**src/rtl/dma_arb_pkg.sv**
```systemverilog
package dma_arb_pkg;

  typedef enum logic [1:0] {
    ST_IDLE = 2'd0,
    ST_REQ  = 2'd1,
    ST_XFER = 2'd2
  } arb_state_e;

endpackage

```
**src/rtl/dma_prio_pick.sv**
```systemverilog
module dma_prio_pick #(
  parameter int N  = 6,
  parameter int IW = $clog2(N)
) (
  input  logic [N-1:0]  pend,
  input  logic          rotate,
  input  logic [IW-1:0] last_idx,
  output logic [N-1:0]  win_oh,
  output logic [IW-1:0] win_idx,
  output logic          any
);

  logic [IW-1:0] base;

  always_comb begin
    if (!rotate) begin
      base = '0;
    end else if (last_idx == IW'(N - 1)) begin
      base = '0;
    end else begin
      base = last_idx + IW'(1);
    end
  end

  always_comb begin
    win_oh  = '0;
    win_idx = '0;
    any     = 1'b0;
    for (int k = 0; k < N; k++) begin
      automatic int pos = (int'(base) + k) % N;
      if (!any && pend[pos]) begin
        any         = 1'b1;
        win_oh[pos] = 1'b1;
        win_idx     = IW'(pos);
      end
    end
  end

endmodule

```
**src/rtl/dma_chan_cnt.sv**
```systemverilog
module dma_chan_cnt #(
  parameter int CNT_W = 16
) (
  input  logic             clk,
  input  logic             rst_n,
  input  logic             load,
  input  logic [CNT_W-1:0] load_val,
  input  logic             xfer,
  input  logic             abort,
  output logic             armed,
  output logic             done,
  output logic             last,
  output logic             fin
);

  logic [CNT_W-1:0] remain;

  assign last = (remain == CNT_W'(1));
  assign fin  = xfer && (last || abort);

  always_ff @(posedge clk or negedge rst_n) begin
    if (!rst_n) begin
      remain <= '0;
      armed  <= 1'b0;
      done   <= 1'b0;
    end else if (load) begin
      remain <= load_val;
      armed  <= 1'b1;
      done   <= 1'b0;
    end else if (xfer) begin
      remain <= remain - CNT_W'(1);
      if (last || abort) begin
        armed <= 1'b0;
        done  <= 1'b1;
      end
    end
  end

  // a finished channel never stays armed
  p_done_disarmed_r7: assert property (@(posedge clk) disable iff (!rst_n)
    done |-> !armed);

  // a count write arms the channel and clears its flag
  p_load_arms_r11: assert property (@(posedge clk) disable iff (!rst_n)
    load |=> (armed && !done));

  // the flag only rises after a finishing transfer
  p_done_after_fin_r7: assert property (@(posedge clk) disable iff (!rst_n)
    $rose(done) |-> $past(fin));

endmodule

```
**src/rtl/dma_tc_pin.sv**
```systemverilog
module dma_tc_pin (
  input  logic clk,
  input  logic rst_n,
  input  logic eop_mode,
  input  logic xfer_active,
  input  logic win_last,
  input  logic pin_in,
  output logic pin_out,
  output logic pin_oe,
  output logic abort
);

  assign pin_oe  = !eop_mode;
  assign pin_out = !eop_mode && xfer_active && win_last;
  assign abort   = eop_mode && xfer_active && !pin_in;

  // the pulse is a single clock wide
  p_tc_single_r6: assert property (@(posedge clk) disable iff (!rst_n)
    pin_out |=> !pin_out);

  // nothing is driven while the pin is an input
  p_eop_quiet_r8: assert property (@(posedge clk) disable iff (!rst_n)
    eop_mode |-> (!pin_out && !pin_oe));

  // the pad value cannot abort in terminal-count mode
  p_no_abort_tc_r9: assert property (@(posedge clk) disable iff (!rst_n)
    !eop_mode |-> !abort);

endmodule

```
**src/rtl/dma_req_arbiter.sv**
```systemverilog
module dma_req_arbiter #(
  parameter int NUM_CH  = 6,
  parameter int NUM_EXT = 4,
  parameter int CNT_W   = 16,
  localparam int NUM_INT = NUM_CH - NUM_EXT,
  localparam int CH_W    = $clog2(NUM_CH)
) (
  input  logic               clk,
  input  logic               rst_n,
  input  logic               cfg_rotate,
  input  logic               cfg_eop_mode,
  input  logic               cnt_wr_en,
  input  logic [CH_W-1:0]    cnt_wr_ch,
  input  logic [CNT_W-1:0]   cnt_wr_val,
  input  logic [NUM_EXT-1:0] ext_req,
  input  logic [NUM_INT-1:0] int_req,
  output logic [NUM_EXT-1:0] ext_ack_n,
  output logic [NUM_INT-1:0] int_ack,
  output logic               hold_req,
  input  logic               hold_gnt,
  input  logic               tceop_in,
  output logic               tceop_out,
  output logic               tceop_oe,
  output logic [NUM_CH-1:0]  chan_done
);

  import dma_arb_pkg::*;

  arb_state_e        st_q, st_d;
  logic [NUM_CH-1:0] req_all, armed, pend, rem;
  logic [NUM_CH-1:0] last_vec, fin_vec, ack_oh;
  logic [NUM_CH-1:0] pick_oh, win_oh_q;
  logic [CH_W-1:0]   pick_idx, last_win_q;
  logic              pick_any, xfer_active, win_last, abort;

  assign req_all     = {int_req, ext_req};
  assign pend        = req_all & armed;
  assign xfer_active = (st_q == ST_XFER);
  assign rem         = pend & ~fin_vec;
  assign win_last    = |(last_vec & win_oh_q);
  assign ack_oh      = xfer_active ? win_oh_q : '0;

  dma_prio_pick #(.N(NUM_CH), .IW(CH_W)) u_pick (
    .pend     (pend),
    .rotate   (cfg_rotate),
    .last_idx (last_win_q),
    .win_oh   (pick_oh),
    .win_idx  (pick_idx),
    .any      (pick_any)
  );

  generate
    for (genvar c = 0; c < NUM_CH; c++) begin : g_ch
      dma_chan_cnt #(.CNT_W(CNT_W)) u_cnt (
        .clk      (clk),
        .rst_n    (rst_n),
        .load     (cnt_wr_en && (cnt_wr_ch == CH_W'(c))),
        .load_val (cnt_wr_val),
        .xfer     (ack_oh[c]),
        .abort    (abort),
        .armed    (armed[c]),
        .done     (chan_done[c]),
        .last     (last_vec[c]),
        .fin      (fin_vec[c])
      );
    end
  endgenerate

  dma_tc_pin u_pin (
    .clk         (clk),
    .rst_n       (rst_n),
    .eop_mode    (cfg_eop_mode),
    .xfer_active (xfer_active),
    .win_last    (win_last),
    .pin_in      (tceop_in),
    .pin_out     (tceop_out),
    .pin_oe      (tceop_oe),
    .abort       (abort)
  );

  always_comb begin
    st_d = st_q;
    case (st_q)
      ST_IDLE: if (|pend) st_d = ST_REQ;
      ST_REQ: begin
        if (!(|pend))           st_d = ST_IDLE;
        else if (hold_gnt)      st_d = ST_XFER;
      end
      ST_XFER: st_d = (|rem) ? ST_REQ : ST_IDLE;
      default: st_d = ST_IDLE;
    endcase
  end

  always_ff @(posedge clk or negedge rst_n) begin
    if (!rst_n) begin
      st_q       <= ST_IDLE;
      win_oh_q   <= '0;
      last_win_q <= CH_W'(NUM_CH - 1);
    end else begin
      st_q <= st_d;
      if (st_q == ST_REQ && hold_gnt && pick_any) begin
        win_oh_q   <= pick_oh;
        last_win_q <= pick_idx;
      end
    end
  end

  assign hold_req  = (st_q != ST_IDLE);
  assign ext_ack_n = ~ack_oh[NUM_EXT-1:0];
  assign int_ack   = ack_oh[NUM_CH-1:NUM_EXT];

  // never more than one acknowledge
  p_ack_onehot_r3: assert property (@(posedge clk) disable iff (!rst_n)
    $onehot0({int_ack, ~ext_ack_n}));

  // an acknowledge follows a sampled grant
  p_ack_after_gnt_r2: assert property (@(posedge clk) disable iff (!rst_n)
    (|{int_ack, ~ext_ack_n}) |-> ($past(hold_gnt) && hold_req));

  // the winner was an armed requester when picked
  p_win_pending_r4: assert property (@(posedge clk) disable iff (!rst_n)
    xfer_active |-> (|($past(pend) & win_oh_q)));

  // bus released when nothing is left to serve
  p_release_r10: assert property (@(posedge clk) disable iff (!rst_n)
    (xfer_active && !(|rem)) |=> !hold_req);

  // the terminal pulse only appears with an acknowledge
  p_tc_with_ack_r6: assert property (@(posedge clk) disable iff (!rst_n)
    tceop_out |-> (|{int_ack, ~ext_ack_n}));

endmodule

```
**config.mk**
```make
export PLATFORM = sky130hd
export DESIGN_NAME = dma_req_arbiter
export DESIGN_NICKNAME = d
export VERILOG_FILES = /design/src/rtl/dma_arb_pkg.sv /design/src/rtl/dma_prio_pick.sv /design/src/rtl/dma_chan_cnt.sv /design/src/rtl/dma_tc_pin.sv /design/src/rtl/dma_req_arbiter.sv
export SDC_FILE = /design/constraint.sdc
export NUM_CORES = 1
export LEC_CHECK = 0
export ABC_AREA = 1
export BUFFER_PORTS_ARGS = -buffer_cell sky130_fd_sc_hd__buf_2
export CAP_MARGIN = 5
export CELL_PAD_IN_SITES_DETAIL_PLACEMENT = 2
export CELL_PAD_IN_SITES_GLOBAL_PLACEMENT = 2
export CORE_ASPECT_RATIO = 1.1
export CORE_MARGIN = 5
export CORE_UTILIZATION = 36
export CTS_CLUSTER_SIZE = 40
export DETAILED_ROUTE_END_ITERATION = 10
export HOLD_SLACK_MARGIN = 0.1
export PLACE_DENSITY = 0.85
export SYNTH_ARGS = -nofsm -noshare
export SYNTH_HDL_FRONTEND = slang
export SYNTH_SLANG_ARGS = --single-unit
```
**constraint.sdc**
```tcl
create_clock -name clk -period 5.4 [get_ports clk]
set_input_delay 0.54 -clock clk [delete_from_list [all_inputs] [get_ports clk]]
set_output_delay 0.54 -clock clk [all_outputs]
set_load 0.02 [all_outputs]
```
-- Word-level counts from Yosys, hierarchy flattened
Index checks and enable logic that the tools add are counted.
- bitwise gates (word level): 10
- magnitude comparators: 12
- add/sub/neg operators: 12
- equality and inequality tests: 16
- multiplexer cells: 104
- divide/modulo/power cells: 6
- reduce and logical (&&, ||, !) cells: 67
- operators by type and width (cell ; number):
    $ge A32 B1 Y1 const B ; 6
    $lt A32 B5 Y1 const B ; 6
    $mux W16 ; 12
    $mod A32 B4 Y32 const B ; 5
    $eq A16 B1 Y1 const B ; 6
    $sub A16 B1 Y16 const B ; 6
    $mux W1 ; 61
    $mux W6 ; 7
    $mod A4 B4 Y32 const B ; 1
    $or A6 B6 Y6 ; 5
    $logic_and A1 B1 Y1 ; 29
    $reduce_bool A2 Y1 ; 13
    $mux W3 ; 8
    $and A6 B6 Y6 ; 3
    $bmux W1 S3 ; 6
    $demux W1 S3 ; 6
    $reduce_or A6 Y1 ; 3
    $reduce_and A2 Y1 ; 7
    $eq A3 B3 Y1 const B ; 3
    $add A3 B2 Y4 const B ; 2
    $add A3 B3 Y4 const B ; 2
    $logic_not A1 Y1 ; 7
    $eq A3 B2 Y1 const B ; 2
    $logic_or A1 B1 Y1 ; 6
    13 further kinds ; 15
- output and inout port bits: 15
- logic and storage cells: 248
- bits in registers: 119
- input port bits: 32

-- Depth between registers and ports, before layout
Gate-level depths: netlist of the first run.
- depth after elaboration: 24
- depth in mapped cells: 28
- mapped depth without buffers: 26

-- Hierarchy
From an unflattened synthesis of the first run, not the netlist that was laid out.
- cells, all modules: 1384
- area total of the unflattened synthesis: 9547.9 um^2
- modules (own cells, without submodules) (module ; times used ; cells an instance ; area an instance (um^2)):
    dma_chan_cnt ; 6 ; 162 ; 1187.4
    dma_prio_pick ; 1 ; 288 ; 1629.1
    dma_req_arbiter ; 1 ; 119 ; 775.7
    dma_tc_pin ; 1 ; 5 ; 18.8

-- Least setup slack after synthesis of the first run
No wires, ideal clock.
- path kind: register to register
- start point: reg last_win_q[0]
- end point: reg win_oh_q[3]
- buffers on the path: 1
- path slack: 1.414 ns
- stages on the path, launching flop included: 20
- required time: 5.283 ns
- setup time: 0.117 ns
- arrival: 3.869 ns
- cells stage by stage: dfstp_2 -> nor2_1 -> o21ai_0 -> inv_1 -> ha_1 -> clkbuf_1 -> clkinv_1 -> ha_1 -> o21ai_2 -> inv_2 -> nand3_1 -> nand3_1 -> nor2_2 -> nand2_2 -> nor2_4 -> nand3_4 -> nand2_4 -> inv_2 -> nor2_1 -> nor2_1
- longest elaborated chain between the ends: 24
- elaborated cells between the ends (all ways): 91
- ends and longest elaborated chain (element ; line ; source):
    from (decl) ; dma_req_arbiter.sv:33 ; logic [CH_W-1:0] pick_idx, last_win_q;
    from (signal assigned) ; dma_req_arbiter.sv:98 ; last_win_q <= CH_W'(NUM_CH - 1);
    from (signal assigned) ; dma_req_arbiter.sv:103 ; last_win_q <= pick_idx;
    $add A3 B1 Y3 / $eq A3 B3 Y1 (equally long branches) ; dma_prio_pick.sv:21, dma_prio_pick.sv:18 ;
    $mux W3 * ; dma_prio_pick.sv:18 ; end else if (last_idx == IW'(N - 1)) begin
    $mux W3 * ; dma_prio_pick.sv:16 ; if (!rotate) begin
    branches (longest 21 deep; another with $mod A32 B4 Y32) ; n/a ;
    to (signal assigned) ; dma_req_arbiter.sv:102 ; win_oh_q <= pick_oh;
    to (decl) ; dma_req_arbiter.sv:32 ; logic [NUM_CH-1:0] pick_oh, win_oh_q;
Every way passes the cells marked *. The select of a mux whose other input is x is not followed.
A chain may end at the register's enable or synchronous reset.

-- Final worst setup path of the first run
- start point: reg last_win_q[0]
- end point: reg win_oh_q[1]
The elaborated chain is that of the path after synthesis.

==> results of run 1 <==
routing by layer:
layer  vias up  share of wire (%)  global-route usage [%]
met2       244                 49                    46.8
met4         0                4.2                    11.5
met3        92                4.3                    4.56
li1       4072                  -                       -
met1      4599                 43                    34.0
met5         -                  0                       0
power by group through the flow:
stage	logic, mW	registers (mW)	clock network (mW)
floorplan	2.17	1.55	0
global placement	2.76	1.64	0
detailed placement	2.93	1.67	0
CTS	3.02	1.69	1.22
global route	3.36	1.74	1.26
finish	3.02	1.70	1.22
Yosys cell counts (10+ instances only):
library cell    n
o211ai_1       26
dfrtp_1       117
nor3_1         24
a21oi_1        36
nor4_1         10
xnor2_1        18
nand2_1       246
nand2_2        12
o221ai_1       61
clkbuf_1       14
ha_1           32
o21ai_0        36
xor2_1         30
nand3_1        91
nor2_1        155
inv_1         177
nand4_1        15
path summary, 6_finish.rpt:
kind | from | end | slack (ps)
worst max-delay path | last_win_q[0] | win_oh_q[1] | 530
worst min-delay path | rst_n | g_ch[4].u_cnt.remain[7] | 270
worst max register to register | last_win_q[0] | win_oh_q[1] | 530
worst min register to register | g_ch[2].u_cnt.armed | g_ch[2].u_cnt.armed | 490
max in group asynchronous | rst_n | g_ch[2].u_cnt.remain[2] | 3880
min in group clk | hold_gnt | st_q[0] | 320
through the flow:
step / hold slack, ps / utilization, % / total power [mW] / worst slack (ps)
2_1_floorplan: 244 / - / 3.73 / 1410
3_3_place_gp: 458 / 38.7 / 4.41 / 949
3_5_place_dp: 472 / 38.7 / 4.60 / 621
4_1_cts: 307 / 41.3 / 5.93 / 554
5_1_grt: 331 / 41.3 / 6.35 / 208
6_report: 272 / 41.3 / 5.93 / 529
cells by family (layout without fill, tap and decap cells):
| group | Yosys count | after routing | synth area share, % |
|---|---|---|---|
| and+or+nand+nor | 574 | 574 | 29.3 |
| buffers and inverters | 215 | 274 | 9.74 |
| AOI/OAI and AO/OA | 202 | 202 | 16.8 |
| DFF | 119 | 119 | 34.6 |
| xor gates and xnor gates | 48 | 48 | 4.89 |
| adders and majority gates | 32 | 32 | 4.65 |
flip-flops by register name, summed over array words and instances, names as in the netlist:
name,cells
g_ch.u_cnt.remain,96
g_ch.u_cnt.done,6
last_win_q,3
g_ch.u_cnt.armed,6
win_oh_q,6
st_q,2
worst reg2reg max path: cells and delay by family (launching register included):
kind	cells	cell delay, ps
AND/OR/NAND/NOR	11	1280
flip-flops	1	620
AO/OA/AOI/OAI	2	1080
adder cells (fa/ha/maj)	2	1000
buffers and inverters	4	840
final cells by class:
class,instances,share of cell area (%)
clock buffers,19,4.65
repair buffers,51,2.77
well taps,305,3.92
flip-flops and latches,119,30.6
inverters,192,7.40
clock inverters,12,1.57
multi-input cells,856,49.1
==> impl_metrics.yaml, run 1 <==
status:
  outcome: "completed"
worst_setup_path:
  crit_fanout: 9
  worst-path-buf-inv: 4
  required_ps: 5770
  cp_num_cells: 19
  cp_slowest_cell: "o21ai_0"
  criticalPathCategory: "flip-flop to flip-flop"
  path_cells: "nor2_1, o21ai_0, inv_1, ha_1, clkinv_1, ha_1, o21ai_2, inv_2, nand3_1, nand3_1, nor2_2, nand2_2, inv_2, nand3_1, nor2_2, nand4_1, nand2_1, nand2_1, nand2_1"
  startpoint_type: "flip-flop"
  crit_arrival_ps: 5240
  cp-end-kind: "flip-flop"
  cp_slowest_stage_delay_ps: 850
  reg2reg_depth: 19
  path_delay_family: "simple AND/OR/NAND/NOR gates"
clocking:
  hold_buffers: 0
  cts_resized: 0
  cts_num_sinks: 119
  post-cts-setup-buffers: 0
  clkTransAtPathRegs_ps: 60
  htreeDepth: 4
  cts_tree: "built"
  clk_latency_ps: 440
  clk_path_buf_depth: 2
  numCtsBuffers: 17
  clockRootBuffer: "clkbuf_16"
final_layout:
  drive_gt1_share_pct: 10.2
  mostFrequentLayoutCells: "nand2_1, inv_1, nor2_1"
  fillerInstances: 2798
  layout_commonest_cell: "nand2_1"
  nets: 1301
  regArea_um2: 2980
  fin_cells: 1554
  area_growth_pct: 13.2
  n_antenna_cell: 0
  postLayoutCellArea_um2: 9750
  multiInputGateArea_um2: 4790
routing:
  routedWlPerCell_um: 23.4
  drtAntennaViolNets: 0
  vias: 9007
  first_pass_iters: 5
  drc: 0
  wl_um: 36400
  vias_per_cell: 5.80
  drt_iter0_drc: 624
sta:
  drv_slew: 0
  setup_tns_ps: 0
  rsz0062_at_grt: "false"
  final-setup-viol-count: 0
  min_period_over_period_pct: 90.2
  slew_headroom_pct: 26.7
  hold_violations: 0
  worst_pin_slew_ps: 1090
  fmax_ghz: 0.205
  skew_ps: 11.7
  finalCriticalPeriod_ps: 4870
yosys:
  yosys.area.top_type: "dfrtp_1"
  synth_area_um2: 8610
  syn_nets: 1254
  synth.avg_cell_area_um2: 7.23
  yosysSeqAreaShare_pct: 34.6
  yosysTopAreaCellShare_pct: 34.0
  synth-async-reset-ratio_pct: 100
  ys_ff_latch: 119
  synth-edff-count: 0
  ys.flop_type: "dfrtp_1"
  synth_cell_types: 53
  synthTopCellsByArea: "dfrtp_1, nand2_1, inv_1"
  ys.warnings.count: 0
  netlist_instances: 1190
placement:
  dp_hpwl_um: 25700
  gp_routability_congestion: 0.891
  io_buffer_count: 46
  placed_cells: 1523
  dpl-instance-area_um2: 9140
floorplanning:
  die_area_um2: 27100
  coreArea_um2: 23600
  die_w_um: 157
  io_pins: 47
  dieHeight_um: 172
  start_util_pct: 36.4
  num_rows: 59
power_and_ir_drop:
  pwr-share-comb_pct: 50.8
  power_switching_mw: 2.94
  power_frac_clock_pct: 20.5
  powerDensity_nw_per_um2: 609
  vdd_drop_max_mv: 0.318
  intPower_mw: 2.99
  p_leak_nw: 4.55
  p_seq_share_pct: 28.7
  p_sw_share_pct: 49.5
worst_hold_path:
  hp-class: "primary input to async pin"
job:
  maxCapViolations: 0
grt:
  grt_pass1_vias: 10000
  grt_use_total_pct: 27.3
  overflow: 0
  grt_max_degree: 72
  grt_pass1_wl_um: 57200
  antenna_found_initial: 0
No activity file was read; power rests on OpenSTA's default activity.
==> run 2: changes to the inputs <==
--- a/config.mk
+++ b/config.mk
@@ -6,15 +6,15 @@
 export NUM_CORES = 1
 export LEC_CHECK = 0
 export ABC_AREA = 1
-export BUFFER_PORTS_ARGS = -buffer_cell sky130_fd_sc_hd__buf_2
 export CAP_MARGIN = 5
 export CELL_PAD_IN_SITES_DETAIL_PLACEMENT = 2
 export CELL_PAD_IN_SITES_GLOBAL_PLACEMENT = 2
 export CORE_ASPECT_RATIO = 1.1
 export CORE_MARGIN = 5
-export CORE_UTILIZATION = 36
+export CORE_UTILIZATION = 38
 export CTS_CLUSTER_SIZE = 40
 export DETAILED_ROUTE_END_ITERATION = 10
+export DONT_BUFFER_PORTS = 1
 export HOLD_SLACK_MARGIN = 0.1
 export PLACE_DENSITY = 0.85
 export SYNTH_ARGS = -nofsm -noshare
==> impl_metrics.yaml, run 2 (synthesis results as in run 1) <==
worst_setup_path:
  path_cells: "nor2_1, o21ai_0, inv_1, ha_1, clkinv_1, ha_1, o21ai_2, inv_2, nand3_1, nand3_1, nor2_2, nand2_2, inv_2, nand3_1, nor2_2, nand3_1, nand2_1, nor2_1, nor2_1"
  required_ps: 5740
  criticalPathCategory: "flip-flop to flip-flop"
  cp_slowest_cell: "o21ai_0"
  cp_common_cell: "nand3_1"
  crit_fanout: 9
  cp-end-kind: "flip-flop"
  cp_slowest_stage_delay_ps: 770
  startpoint_type: "flip-flop"
  crit_arrival_ps: 5090
final_layout:
  largest_register_ffs: 96
  mostFrequentLayoutCells: "nand2_1, inv_1, nor2_1"
  drive_gt1_share_pct: 6.57
  layout_commonest_cell: "nand2_1"
  nets: 1253
  area_growth_pct: 9.89
  n_antenna_cell: 0
  max_flop_register: "g_ch.u_cnt.remain"
  final_util_pct: 42.6
  postLayoutCellArea_um2: 9460
routing:
  drc: 0
  wl_um: 34900
  routedWlPerCell_um: 23.3
  drt_iter0_drc: 619
  drtAntennaViolNets: 0
  vias_per_cell: 5.83
  first_pass_iters: 5
  vias: 8731
placement:
  dpl-instance-area_um2: 8870
  dp_hpwl_um: 25000
  gp_routability_congestion: 0.870
  io_buffer_count: 0
floorplanning:
  start_util_pct: 38.8
  num_rows: 57
  die_area_um2: 25800
  io_pins: 47
  dieHeight_um: 168
  coreArea_um2: 22200
  die_w_um: 153
sta:
  hold_violations: 0
  drv_slew: 0
  finalCriticalPeriod_ps: 4740
  slew_headroom_pct: 34.3
  worst_pin_slew_ps: 975
  skew_ps: 14.0
  min_period_over_period_pct: 87.8
  rsz0062_at_grt: "false"
  fmax_ghz: 0.211
  final-setup-viol-count: 0
  setup_tns_ps: 0
clocking:
  numCtsBuffers: 17
  clk_path_buf_depth: 2
  clk_latency_ps: 430
  clkTransAtPathRegs_ps: 60
  htreeDepth: 4
  cts_tree: "built"
  cts_num_sinks: 119
  clockRootBuffer: "clkbuf_16"
  post-cts-setup-buffers: 0
power_and_ir_drop:
  p_leak_nw: 4.34
  powerDensity_nw_per_um2: 608
  vdd_drop_max_mv: 0.315
job:
  maxCapViolations: 0
status:
  outcome: "completed"
worst_hold_path:
  hp-class: "primary input to async pin"
grt:
  antenna_found_initial: 0
  grt_use_total_pct: 27.0
  grt_pass1_wl_um: 55100
  grt_max_degree: 120
  grt_pass1_vias: 9582
  overflow: 0
[run 2: cell types whose count changed in the layout (fill, tap and decap cells not counted), moves of 2 or more]
cell,change
bufinv_16,-2
clkinv_4,+2
buf_4,-4
clkbuf_8,-2
inv_6,+2
buf_2,-45
[run 2: what timing repair did]
action	4_1_cts	5_1_grt
gates resized for setup	0	0
hold endpoints to repair	119	0
hold buffers	1	0
[run 2: critical path: cells and delay by family, from the launching register on]
kind	cells	cell delay, ps
simple gates	11	1250
compound gates	2	1010
fa+ha+maj	2	980
buf+inv	4	800
flops	1	610
[run 2: stage by stage]
stage,power [mW],hold WS (ps),std cells,setup WS (ps)
after floorplan,3.73,244,1190,1410
after global placement,4.33,249,1464,913
after detailed placement,4.51,248,1464,570
after CTS,5.76,100,1497,541
after global routing,6.19,114,1497,76.0
final,5.75,38.5,1497,656
[run 2: power breakdown]
part,switching (mW),internal (mW),leakage [nW]
sequential,0.430,1.28,1.46
combinational,1.99,0.944,2.62
clock,0.474,0.635,0.263
[run 2: cell type report]
type	count	area, µm²
clock buffers	18	429
multi-input cells	856	4790
inverters	192	721
well taps	295	369
fillers	2662	12700
clock inverters	14	128
flip-flops and latches	119	2980
repair buffers	3	42.5
[run 2: path summary, 6_finish.rpt]
check,start,to,slack (ps),cells after the start
setup / recovery,last_win_q[0],win_oh_q[3],660,19
setup reg to reg,last_win_q[0],win_oh_q[3],660,19
hold / removal,rst_n,g_ch[4].u_cnt.remain[7],40,1
min in group clk,hold_gnt,st_q[0],200,1
max in group asynchronous,rst_n,g_ch[2].u_cnt.remain[6],4820,1
hold reg to reg,g_ch[4].u_cnt.armed,g_ch[4].u_cnt.armed,480,2
[run 2: per-layer routing]
layer | vias up | part of all wire, % | track usage [%]
met5 | - | 0 | 0
met4 | 0 | 2.9 | 8.53
met3 | 62 | 5.2 | 5.24
met2 | 234 | 50 | 47.3
met1 | 4446 | 42 | 33.5
li1 | 3989 | - | -
==> run 3: changes to the inputs <==
--- a/config.mk
+++ b/config.mk
@@ -11,12 +11,14 @@
 export CELL_PAD_IN_SITES_GLOBAL_PLACEMENT = 2
 export CORE_ASPECT_RATIO = 1.1
 export CORE_MARGIN = 5
-export CORE_UTILIZATION = 38
+export CORE_UTILIZATION = 40
 export CTS_CLUSTER_SIZE = 40
 export DETAILED_ROUTE_END_ITERATION = 10
 export DONT_BUFFER_PORTS = 1
 export HOLD_SLACK_MARGIN = 0.1
-export PLACE_DENSITY = 0.85
+export PLACE_DENSITY = 0.9
+export SETUP_SLACK_MARGIN = 0.4
 export SYNTH_ARGS = -nofsm -noshare
 export SYNTH_HDL_FRONTEND = slang
+export SYNTH_HIERARCHICAL = 1
 export SYNTH_SLANG_ARGS = --single-unit
==> constraint.sdc (replaced) <==
create_clock -name clk -period 5.6 [get_ports clk]
set_input_delay 0.56 -clock clk [delete_from_list [all_inputs] [get_ports clk]]
set_output_delay 0.56 -clock clk [all_outputs]
set_load 0.02 [all_outputs]
==> impl_metrics.yaml, run 3 <==
clocking:
  clkTransAtPathRegs_ps: 70
  cts_num_sinks: 119
  clk_latency_ps: 440
  htreeDepth: 4
  cts_tree: "built"
  cts_resized: 0
  clockRootBuffer: "clkbuf_16"
  clk_path_buf_depth: 2
  numCtsBuffers: 17
  post-cts-setup-buffers: 0
status:
  outcome: "completed"
yosys:
  synth_top_family_by_area: "simple AND/OR/NAND/NOR gates"
  synth_cell_types: 49
  synth-edff-count: 0
  synth_mux_area_share_pct: 0
  yosys.area.top_type: "dfrtp_1"
  synthSimpleGateAreaFrac_pct: 41.1
  synth_area_um2: 9550
  synthAdderAreaFrac_pct: 3.93
  synthTopCellsByArea: "dfrtp_1, nand2_1, nand3_1"
  ys.warnings.count: 6
  yosysTopAreaCellShare_pct: 30.7
  synth_commonest_cells: "nand2_1, inv_1, nor2_1"
  yosysSeqAreaShare_pct: 31.2
  ys.flop_type: "dfrtp_1"
  synth.avg_cell_area_um2: 6.90
  netlist_instances: 1384
  synth_compound_area_share_pct: 11.7
  synth_xor_area_share_pct: 2.10
  yosysMostFrequentCell: "nand2_1"
  syn_nets: 1446
  synth-async-reset-ratio_pct: 100
  ys_ff_latch: 119
final_layout:
  drive_gt1_share_pct: 11.2
  postLayoutCellArea_um2: 10400
  nets: 1447
  mostFrequentLayoutCells: "nand2_1, inv_1, nor2_1"
  n_antenna_cell: 0
  area_growth_pct: 8.86
  layout_commonest_cell: "nand2_1"
  final_util_pct: 44.0
  fin_cells: 1701
  max_flop_register: "g_ch.u_cnt/remain"
  largest_register_ffs: 96
routing:
  drt_iter0_drc: 497
  vias: 10100
  drc: 0
  wl_um: 43000
  routedWlPerCell_um: 25.3
  vias_per_cell: 5.95
  drtAntennaViolNets: 0
  first_pass_iters: 5
sta:
  drv_slew: 0
  min_period_over_period_pct: 76.2
  setup_tns_ps: 0
  rsz0062_at_grt: "false"
  worst_pin_slew_ps: 1230
  final-setup-viol-count: 0
  slew_headroom_pct: 17.4
  skew_ps: 16.4
  fmax_ghz: 0.234
  hold_violations: 0
  finalCriticalPeriod_ps: 4270
worst_setup_path:
  startpoint_type: "flip-flop"
  cp_common_cell: "nand2_1"
  required_ps: 5960
  crit_fanout: 8
  cp_slowest_cell: "dfstp_2"
  cp-end-kind: "flip-flop"
  crit_arrival_ps: 4620
  criticalPathCategory: "flip-flop to flip-flop"
  cp_slowest_stage_delay_ps: 620
  path_cells: "xor2_1, nand2_1, inv_1, ha_1, inv_1, nor2_1, nor2_1, ha_1, o21ai_2, inv_1, nand2_1, nand3_2, nor2_2, nand2_1, nor2_1, a21oi_1, nand2_1, nand2_1, nand2_1, nor2_1, a21oi_2"
power_and_ir_drop:
  powerDensity_nw_per_um2: 562
  p_leak_nw: 5.24
  vdd_drop_max_mv: 0.224
worst_hold_path:
  hp-class: "primary input to async pin"
grt:
  grt_max_degree: 120
  grt_pass1_wl_um: 66900
  overflow: 0
  grt_use_total_pct: 32.4
  grt_pass1_vias: 11600
  antenna_found_initial: 0
floorplanning:
  dieHeight_um: 172
  start_util_pct: 40.4
  die_w_um: 157
  die_area_um2: 27100
  io_pins: 47
  num_rows: 59
  coreArea_um2: 23600
placement:
  gp_routability_congestion: 0.883
  placed_cells: 1670
  io_buffer_count: 0
  dp_hpwl_um: 28600
  dpl-instance-area_um2: 9810
job:
  maxCapViolations: 0
[run 3: worst paths after layout]
check                         startpoint                  endpoint  slack (ps)  depth (start not counted)
min in group clk                hold_gnt                   st_q[1]         250                          2
hold / removal                     rst_n  g_ch[2].u_cnt/remain[14]          90                          1
setup reg to reg           last_win_q[0]               win_oh_q[5]        1330                         21
setup / recovery           last_win_q[0]               win_oh_q[5]        1330                         21
hold reg to reg            last_win_q[2]             last_win_q[2]         510                          2
max in group asynchronous          rst_n               win_oh_q[2]        4960                          1
[run 3: area by class of cell]
class                           instances  area, µm²
Timing Repair Buffer                    8       80.1
Inverter                              204        766
Tap cell                              305        382
Multi-Input combinational cell       1035       5630
Clock inverter                          9        104
Clock buffer                           21        450
Fill cell                            2813      13200
Sequential cell                       119       2980
[run 3: metal layers]
layer  track usage (%)  vias to the layer above  part of all wire (%)
met3              8.96                      142                   7.1
met5                 0                        -                     0
met4              17.5                        0                   5.5
met1              35.8                     5140                    38
li1                  -                     4490                     -
met2              56.3                      348                    50
[run 3: logic make-up (layout without fill, tap and decap cells)]
family | after synthesis | count (layout)
compound gates | 163 | 163
xor+xnor | 22 | 22
fa+ha+maj | 30 | 30
simple gates | 820 | 820
buf+inv | 230 | 242
flops | 119 | 119
[run 3: through the flow]
| stage | power [mW] | setup WS (ps) | hold WS (ps) |
|---|---|---|---|
| global placement | 4.19 | 1660 | 270 |
| finish | 5.85 | 1330 | 90.1 |
| CTS | 5.82 | 1310 | 133 |
| floorplan | 3.66 | 2180 | 264 |
| detailed placement | 4.48 | 1430 | 270 |
| global route | 6.21 | 993 | 135 |
[run 3: timing repair]
item	4_1_cts	5_1_grt
hold buffers	1	0
setup endpoints to repair	0	0
endpoints found under the hold margin	119	0
[run 3: critical path, delay by kind of cell (launching register included)]
kind | cells | cell delay, ps
and+or+nand+nor | 12 | 1850
DFF | 1 | 620
buffers and inverters | 3 | 540
adders and majority gates | 2 | 510
AOI/OAI and AO/OA | 3 | 440
xor gates and xnor gates | 1 | 220
[run 3: power by group]
group / internal (mW) / leakage (nW) / total [mW] / switching [mW]
combinational: 0.923 / 3.51 / 3.12 / 2.20
clock: 0.659 / 0.269 / 1.12 / 0.458
sequential: 1.19 / 1.46 / 1.61 / 0.417
total: 2.77 / 5.24 / 5.85 / 3.07
